**src/rtl/shake_link_pkg.sv**
```systemverilog
package shake_link_pkg;

  // One port strobe or load yields at most one of these steps.
  typedef enum logic [2:0] {
    EV_NONE,
    EV_CAPTURE,
    EV_SEND,
    EV_SYNC,
    EV_END,
    EV_IDLE,
    EV_LOAD
  } step_e;

endpackage

```
**src/rtl/shake_link_buf.sv**
```systemverilog
module shake_link_buf #(
  parameter int DEPTH = 16,
  localparam int AW = $clog2(DEPTH)
) (
  input  logic          clk,
  input  logic          we,
  input  logic [AW-1:0] waddr,
  input  logic [7:0]    wdata,
  input  logic [AW-1:0] raddr,
  output logic [7:0]    rdata
);

  logic [7:0] mem [DEPTH];

  for (genvar g = 0; g < DEPTH; g++) begin : g_entry
    always_ff @(posedge clk) begin
      if (we && (waddr == AW'(g))) begin
        mem[g] <= wdata;
      end
    end
  end

  always_comb begin
    if (32'(raddr) < DEPTH) rdata = mem[raddr];
    else                    rdata = 8'h00;
  end

endmodule

```
**src/rtl/shake_link_delay.sv**
```systemverilog
module shake_link_delay #(
  parameter int DELAY_CYC = 4000,
  localparam int CNTW = $clog2(DELAY_CYC + 1)
) (
  input  logic clk,
  input  logic rst_n,
  input  logic sched,
  output logic irq
);

  logic [CNTW-1:0] cnt_q, cnt_d;
  logic            irq_d;

  always_comb begin
    irq_d = (cnt_q == CNTW'(1)) && !sched;
    cnt_d = cnt_q;
    if (sched)                   cnt_d = CNTW'(DELAY_CYC);
    else if (cnt_q != '0)        cnt_d = cnt_q - CNTW'(1);
  end

  always_ff @(posedge clk or negedge rst_n) begin
    if (!rst_n) begin
      cnt_q <= '0;
      irq   <= 1'b0;
    end else begin
      cnt_q <= cnt_d;
      irq   <= irq_d;
    end
  end

endmodule

```
**src/rtl/shake_link_ctl.sv**
```systemverilog
module shake_link_ctl
  import shake_link_pkg::*;
#(
  parameter int DEPTH = 16,
  localparam int AW = $clog2(DEPTH),
  localparam int CW = $clog2(DEPTH + 1)
) (
  input  logic          clk,
  input  logic          rst_n,
  input  logic          port_wr,
  input  logic          tip_n,
  input  logic          ack_n,
  input  logic          shift_out,
  input  logic          tx_load,
  input  logic [CW-1:0] tx_len,
  input  logic [7:0]    tx_rdata,
  output logic [AW-1:0] tx_raddr,
  output logic          rx_we,
  output logic [AW-1:0] rx_waddr,
  output logic          sched,
  output logic          req_n,
  output logic [7:0]    dev_sr,
  output logic          pkt_done,
  output logic [CW-1:0] pkt_len
);

  localparam logic [CW-1:0] FULL = CW'(DEPTH);

  step_e         step;
  logic          changed, upd;
  logic          last_tip_q, last_tip_d, last_ack_q, last_ack_d;
  logic          req_d, pkt_done_d;
  logic [7:0]    dev_sr_d;
  logic [CW-1:0] wr_q, wr_d, rd_q, rd_d, pend_q, pend_d, pkt_len_d;

  // step selection
  always_comb begin
    changed = ({tip_n, ack_n} != {last_tip_q, last_ack_q});
    step    = EV_NONE;
    if (port_wr) begin
      if (!tip_n) begin
        if (shift_out) begin
          if (changed && (wr_q < FULL)) step = EV_CAPTURE;
        end else if (changed && (rd_q < pend_q)) begin
          step = EV_SEND;
        end
      end else if (last_tip_q && (ack_n != last_ack_q)) begin
        step = EV_SYNC;
      end else if (!last_tip_q) begin
        step = EV_END;
      end else begin
        step = EV_IDLE;
      end
    end else if (tx_load) begin
      step = EV_LOAD;
    end
  end

  // next state
  always_comb begin
    wr_d       = wr_q;
    rd_d       = rd_q;
    pend_d     = pend_q;
    req_d      = req_n;
    dev_sr_d   = dev_sr;
    pkt_done_d = 1'b0;
    pkt_len_d  = pkt_len;
    sched      = 1'b0;
    rx_we      = 1'b0;
    last_tip_d = port_wr ? tip_n : last_tip_q;
    last_ack_d = port_wr ? ack_n : last_ack_q;
    case (step)
      EV_CAPTURE: begin
        rx_we = 1'b1;
        wr_d  = wr_q + CW'(1);
        sched = 1'b1;
      end
      EV_SEND: begin
        dev_sr_d = tx_rdata;
        rd_d     = rd_q + CW'(1);
        if ((rd_q + CW'(1)) >= pend_q) req_d = 1'b1;
        sched    = 1'b1;
      end
      EV_SYNC: begin
        req_d = ack_n;
        sched = 1'b1;
      end
      EV_END: begin
        sched = 1'b1;
        if (wr_q != '0) begin
          pkt_done_d = 1'b1;
          pkt_len_d  = wr_q;
          wr_d       = '0;
        end
        if (rd_q < pend_q) req_d = 1'b0;
      end
      EV_IDLE: begin
        if (rd_q < pend_q) req_d = 1'b0;
      end
      EV_LOAD: begin
        rd_d   = '0;
        pend_d = tx_len;
        if (last_tip_q && (tx_len != '0)) req_d = 1'b0;
        sched  = 1'b1;
      end
      default: ;
    endcase
  end

  assign upd      = port_wr | tx_load;
  assign tx_raddr = rd_q[AW-1:0];
  assign rx_waddr = wr_q[AW-1:0];

  always_ff @(posedge clk or negedge rst_n) begin
    if (!rst_n) begin
      last_tip_q <= 1'b1;
      last_ack_q <= 1'b1;
      req_n      <= 1'b1;
      dev_sr     <= 8'h00;
      wr_q       <= '0;
      rd_q       <= '0;
      pend_q     <= '0;
      pkt_len    <= '0;
    end else if (upd) begin
      last_tip_q <= last_tip_d;
      last_ack_q <= last_ack_d;
      req_n      <= req_d;
      dev_sr     <= dev_sr_d;
      wr_q       <= wr_d;
      rd_q       <= rd_d;
      pend_q     <= pend_d;
      pkt_len    <= pkt_len_d;
    end
  end

  always_ff @(posedge clk or negedge rst_n) begin
    if (!rst_n) pkt_done <= 1'b0;
    else        pkt_done <= pkt_done_d;
  end

endmodule

```
**src/rtl/shake_link.sv**
```systemverilog
module shake_link #(
  parameter int DEPTH = 16,
  parameter int DELAY_CYC = 4000,
  localparam int AW = $clog2(DEPTH),
  localparam int CW = $clog2(DEPTH + 1)
) (
  input  logic          clk,
  input  logic          rst_n,
  input  logic          port_wr,
  input  logic          host_tip_n,
  input  logic          host_ack_n,
  input  logic          shift_out,
  input  logic [7:0]    host_sr,
  output logic          req_n,
  output logic [7:0]    dev_sr,
  output logic          sr_irq,
  output logic          pkt_done,
  output logic [CW-1:0] pkt_len,
  input  logic [AW-1:0] rx_addr,
  output logic [7:0]    rx_data,
  input  logic          tx_we,
  input  logic [AW-1:0] tx_waddr,
  input  logic [7:0]    tx_wdata,
  input  logic          tx_load,
  input  logic [CW-1:0] tx_len
);

  logic [1:0]    rst_sync_q;
  logic          rst_core_n;
  logic          sched, rx_we;
  logic [AW-1:0] rx_waddr, tx_raddr;
  logic [7:0]    tx_rdata;

  always_ff @(posedge clk or negedge rst_n) begin
    if (!rst_n) rst_sync_q <= 2'b00;
    else        rst_sync_q <= {rst_sync_q[0], 1'b1};
  end
  assign rst_core_n = rst_sync_q[1];

  shake_link_ctl #(.DEPTH(DEPTH)) u_ctl (
    .clk(clk), .rst_n(rst_core_n), .port_wr(port_wr),
    .tip_n(host_tip_n), .ack_n(host_ack_n), .shift_out(shift_out),
    .tx_load(tx_load), .tx_len(tx_len), .tx_rdata(tx_rdata),
    .tx_raddr(tx_raddr), .rx_we(rx_we), .rx_waddr(rx_waddr),
    .sched(sched), .req_n(req_n), .dev_sr(dev_sr),
    .pkt_done(pkt_done), .pkt_len(pkt_len)
  );

  shake_link_buf #(.DEPTH(DEPTH)) u_rxbuf (
    .clk(clk), .we(rx_we), .waddr(rx_waddr), .wdata(host_sr),
    .raddr(rx_addr), .rdata(rx_data)
  );

  shake_link_buf #(.DEPTH(DEPTH)) u_txbuf (
    .clk(clk), .we(tx_we), .waddr(tx_waddr), .wdata(tx_wdata),
    .raddr(tx_raddr), .rdata(tx_rdata)
  );

  shake_link_delay #(.DELAY_CYC(DELAY_CYC)) u_delay (
    .clk(clk), .rst_n(rst_core_n), .sched(sched), .irq(sr_irq)
  );

endmodule

```
**config.mk**
```make
export PLATFORM = sky130hd
export DESIGN_NAME = shake_link
export DESIGN_NICKNAME = d
export VERILOG_FILES = /design/src/rtl/shake_link_pkg.sv /design/src/rtl/shake_link_buf.sv /design/src/rtl/shake_link_delay.sv /design/src/rtl/shake_link_ctl.sv /design/src/rtl/shake_link.sv
export SDC_FILE = /design/constraint.sdc
export NUM_CORES = 1
export LEC_CHECK = 0
export CORE_MARGIN = 2
export CORE_UTILIZATION = 54
export CTS_CLUSTER_DIAMETER = 30
export DETAILED_ROUTE_END_ITERATION = 8
export PLACE_DENSITY = 0.87
export SETUP_SLACK_MARGIN = 0.4
export SYNTH_ARGS = -nofsm -noshare
export SYNTH_HDL_FRONTEND = slang
export SYNTH_SLANG_ARGS = --single-unit
```
**constraint.sdc**
```tcl
create_clock -name clk -period 2.1 [get_ports clk]
set_input_delay 0.315 -clock clk [delete_from_list [all_inputs] [get_ports clk]]
set_output_delay 0.315 -clock clk [all_outputs]
set_load 0.02 [all_outputs]
```
==> reports/results.ini <==
[logic_synthesis]
synth_instances = 631
synthesized_nets = 685
total_of_flip_flops_plus_latches_after_synthesis = 303
synthArstFlopShare_pct = 15.5
synth-edff-count = 256
post_synthesis_area_per_instance_um2 = 19.7
ys_warn_count = 0
synth.lib_cells_used.distinct = 55
synth-seq-area-share_pct = 71.3
synthFlopType = sky130_fd_sc_hd__edfxtp_1
syn_area_um2 = 12400

[worst_setup_path]
timing.critical_path.to_type = output pin
critPathArrivalTime_ns = 2.25
timing.critical_path.fanout_max = 1
cp.required_ns = 1.78
criticalPathCategory = reg2out
startpoint_type = register

[sta]
worst_slack_ns = -0.465
skew_ns = 0.0464
slew_at_the_pin_with_the_worst_max_slew_slack_ns = 0.745
period_share_pct = 122
max_freq_mhz = 390
setup_viol = 131
slew_headroom_pct = 50.2
fin_crit_ns = 2.57
final-max-slew-violation-count = 0
grt_setup_unrepaired = yes
hold_viol = 0

[layout]
finalNonFillerCells = 1164
layout.cells.most_common = sky130_fd_sc_hd__edfxtp_1
drive_above_1_share_pct = 41.6
final_nets = 886
multi_input_gate_area_in_the_final_layout_um2 = 3840
layout_common_cells = sky130_fd_sc_hd__edfxtp_1 (256), sky130_fd_sc_hd__buf_4 (65), sky130_fd_sc_hd__mux4_2 (55), sky130_fd_sc_hd__clkbuf_16 (55), sky130_fd_sc_hd__dfrtp_1 (41)
n_fill_cell = 1090
area.sequential_um2 = 8870
synthToLayoutAreaGrowth_pct = 35.7
antenna_cells_inserted = 0

[place]
finalWeightedCongestion = 0.835
portbufs = 60
hpwl_um = 17300
place.detailed.instances = 1027
post_place_setup_slack_ns = -0.691

[min_path]
worst_hold_path_type = reg2async

[floorplanning]
placement_rows = 55
die_ht_um = 156
die_area_um2 = 24300
initial_core_util_pct = 54.9
core-area_um2 = 22600
io-pin-count = 61
dieWidth_um = 156

[routing]
drt_pass1_iterations = 5
detail_route.vias_per_cell = 6.67
wl_um = 38200
remaining_antenna_violation_count_after_routing = 0
avgRoutedWirePerCell_um = 32.8
num_vias = 7762
initialDrtViolationCount = 928
post-route-drc-count = 0

[power]
power_density_nw_per_um2 = 1140
peakVddDrop_v = 0.00118
leakage_nw = 6.03

[cts]
clk-insertion-delay-late_ns = 0.59
clkSlewWorstSetupHoldPaths_ns = 0.06
clk_path_buf_depth = 3
cts.root.buffer_cell = sky130_fd_sc_hd__clkbuf_16
cts.htree.levels = 2
tritoncts = done
cts_sinks = 303
number_of_buffers_inserted_during_clock_tree_synthesis = 55

[global_routing]
grt_pass1_wl_um = 54600
vias_in_the_first_global_route = 8351
grt_antenna_before_repair = 0
all_layer_global_routing_usage_pct = 31.5
grt_start_max_net_pins = 46
globalRoute.totalOverflow = 0

[flow_run]
maxcap_violations = 0

[status]
outcome = finished, violations left
failing_checks = setup timing

[logic make-up (layout without fill, tap and decap cells)]
| kind of cell | Yosys count | after routing | share of synthesized area, % |
|---|---|---|---|
| adder cells (fa/ha/maj) | 17 | 17 | 1.71 |
| multiplexers | 101 | 101 | 17.5 |
| XOR/XNOR | 14 | 14 | 1.05 |
| buffers and inverters | 42 | 289 | 1.62 |
| flip-flops | 303 | 303 | 71.3 |
| other | 1 | 1 | 0.0302 |
| AND/OR/NAND/NOR | 122 | 123 | 5.15 |
| AO/OA/AOI/OAI | 31 | 31 | 1.58 |
[cell usage after synthesis (2+ instances only)]
master                     number  share of area (%)
sky130_fd_sc_hd__edfxtp_1     256                 62
sky130_fd_sc_hd__mux4_2        49                8.9
sky130_fd_sc_hd__dfrtp_1       44                8.9
sky130_fd_sc_hd__nor2_1        34                1.0
sky130_fd_sc_hd__mux4_1        31                6.6
sky130_fd_sc_hd__nand2_1       21               0.63
sky130_fd_sc_hd__ha_1          17                1.7
sky130_fd_sc_hd__inv_1         15               0.45
sky130_fd_sc_hd__clkbuf_1      13               0.39
sky130_fd_sc_hd__nor3_1        12               0.48
sky130_fd_sc_hd__nand3_1       10               0.40
sky130_fd_sc_hd__o21ai_0       10               0.40
sky130_fd_sc_hd__and2_1         9               0.45
sky130_fd_sc_hd__mux2_2         9               0.82
sky130_fd_sc_hd__xnor2_1        9               0.63
sky130_fd_sc_hd__buf_2          8               0.32
sky130_fd_sc_hd__mux2_4         8               0.97
sky130_fd_sc_hd__a21oi_1        6               0.24
sky130_fd_sc_hd__nand2b_1       6               0.30
sky130_fd_sc_hd__nand4_1        4               0.20
sky130_fd_sc_hd__nor2b_1        4               0.20
sky130_fd_sc_hd__xor2_1         4               0.28
sky130_fd_sc_hd__buf_6          3               0.27
sky130_fd_sc_hd__dfstp_2        3               0.63
sky130_fd_sc_hd__mux2i_1        3               0.24
sky130_fd_sc_hd__nand3b_1       3               0.18
sky130_fd_sc_hd__nor3b_1        3               0.18
sky130_fd_sc_hd__nor4_1         3               0.15
sky130_fd_sc_hd__o31ai_1        3               0.18
sky130_fd_sc_hd__a21o_1         2               0.12
sky130_fd_sc_hd__a31oi_1        2               0.10
sky130_fd_sc_hd__buf_1          2              0.060
sky130_fd_sc_hd__or2_2          2               0.10
sky130_fd_sc_hd__or4_1          2               0.12
[flip-flops by register name, indices dropped and copies added (netlist names), 2 cells and up]
signal,count
u_rxbuf.mem,128
rst_sync_q,2
u_delay.cnt_q,12
u_ctl.pend_q,5
u_ctl.wr_q,5
u_ctl.dev_sr,8
u_txbuf.mem,128
u_ctl.rd_q,5
u_ctl.pkt_len,5
[path summary, 6_finish.rpt]
kind / startpoint / end / slack [ns] / cells past startpoint
setup / recovery: u_rxbuf.mem[15][5] / rx_data[5] / -0.47 / 3
hold / removal: rst_sync_q[1] / u_ctl.wr_q[3] / 0.25 / 1
setup reg to reg: u_ctl.rd_q[0] / u_ctl.rd_q[4] / -0.31 / 10
hold reg to reg: rst_sync_q[1] / u_ctl.wr_q[3] / 0.25 / 1
max in group asynchronous: rst_n / rst_sync_q[1] / 1.51 / 2
min in group clk: tx_len[1] / u_ctl.pend_q[1] / 0.35 / 3
[layout make-up]
class	count	share of cell area [%]
Clock buffer	62	8.31
Clock inverter	42	3.37
Inverter	15	0.349
Multi-Input combinational cell	287	22.7
Sequential cell	303	52.6
Tap cell	285	2.11
Timing Repair Buffer	170	10.5
[layer usage]
layer	global-route usage, %	wire length (um)	vias to the layer above
li1	-	-	2987
met1	36.7	13000	3960
met2	55.0	19600	625
met3	6.53	3060	190
met4	17.5	2590	0
met5	0	0	-
[metrics by stage]
step	power, mW	utilization, %	setup TNS [ns]	cell area, um2	hold slack [ns]
after floorplan	8.29	-	-2.50	12700	0.0194
after global placement	9.01	62.5	-56.66	14200	0.245
after detailed placement	9.14	62.5	-87.06	14200	0.251
after CTS	18.8	73.8	-7.60	16700	0.248
after global routing	19.6	74.5	-20.38	16900	0.275
final	19.2	74.5	-14.56	16900	0.249
[repair_timing]
action	in CTS	in global routing
hold endpoints to repair	2	0
setup endpoints to repair	190	174
pin swaps	19	15
hold buffers	1	0
setup buffers	20	9
gates resized for setup	143	33
gates cloned	3	0
[where the power goes]
group          total [mW]  internal, mW  switching [mW]
clock                9.48          6.03            3.45
sequential           7.05          6.82           0.229
combinational        2.68          1.21            1.47
total                19.2          14.1            5.15
[critical path, stage by stage, from the launching register on]
cell	delay (ns)
sky130_fd_sc_hd__edfxtp_1	0.46
sky130_fd_sc_hd__mux4_2	0.55
sky130_fd_sc_hd__mux4_2	0.50
sky130_fd_sc_hd__buf_6	0.15
(Power assumes the default switching activity.)
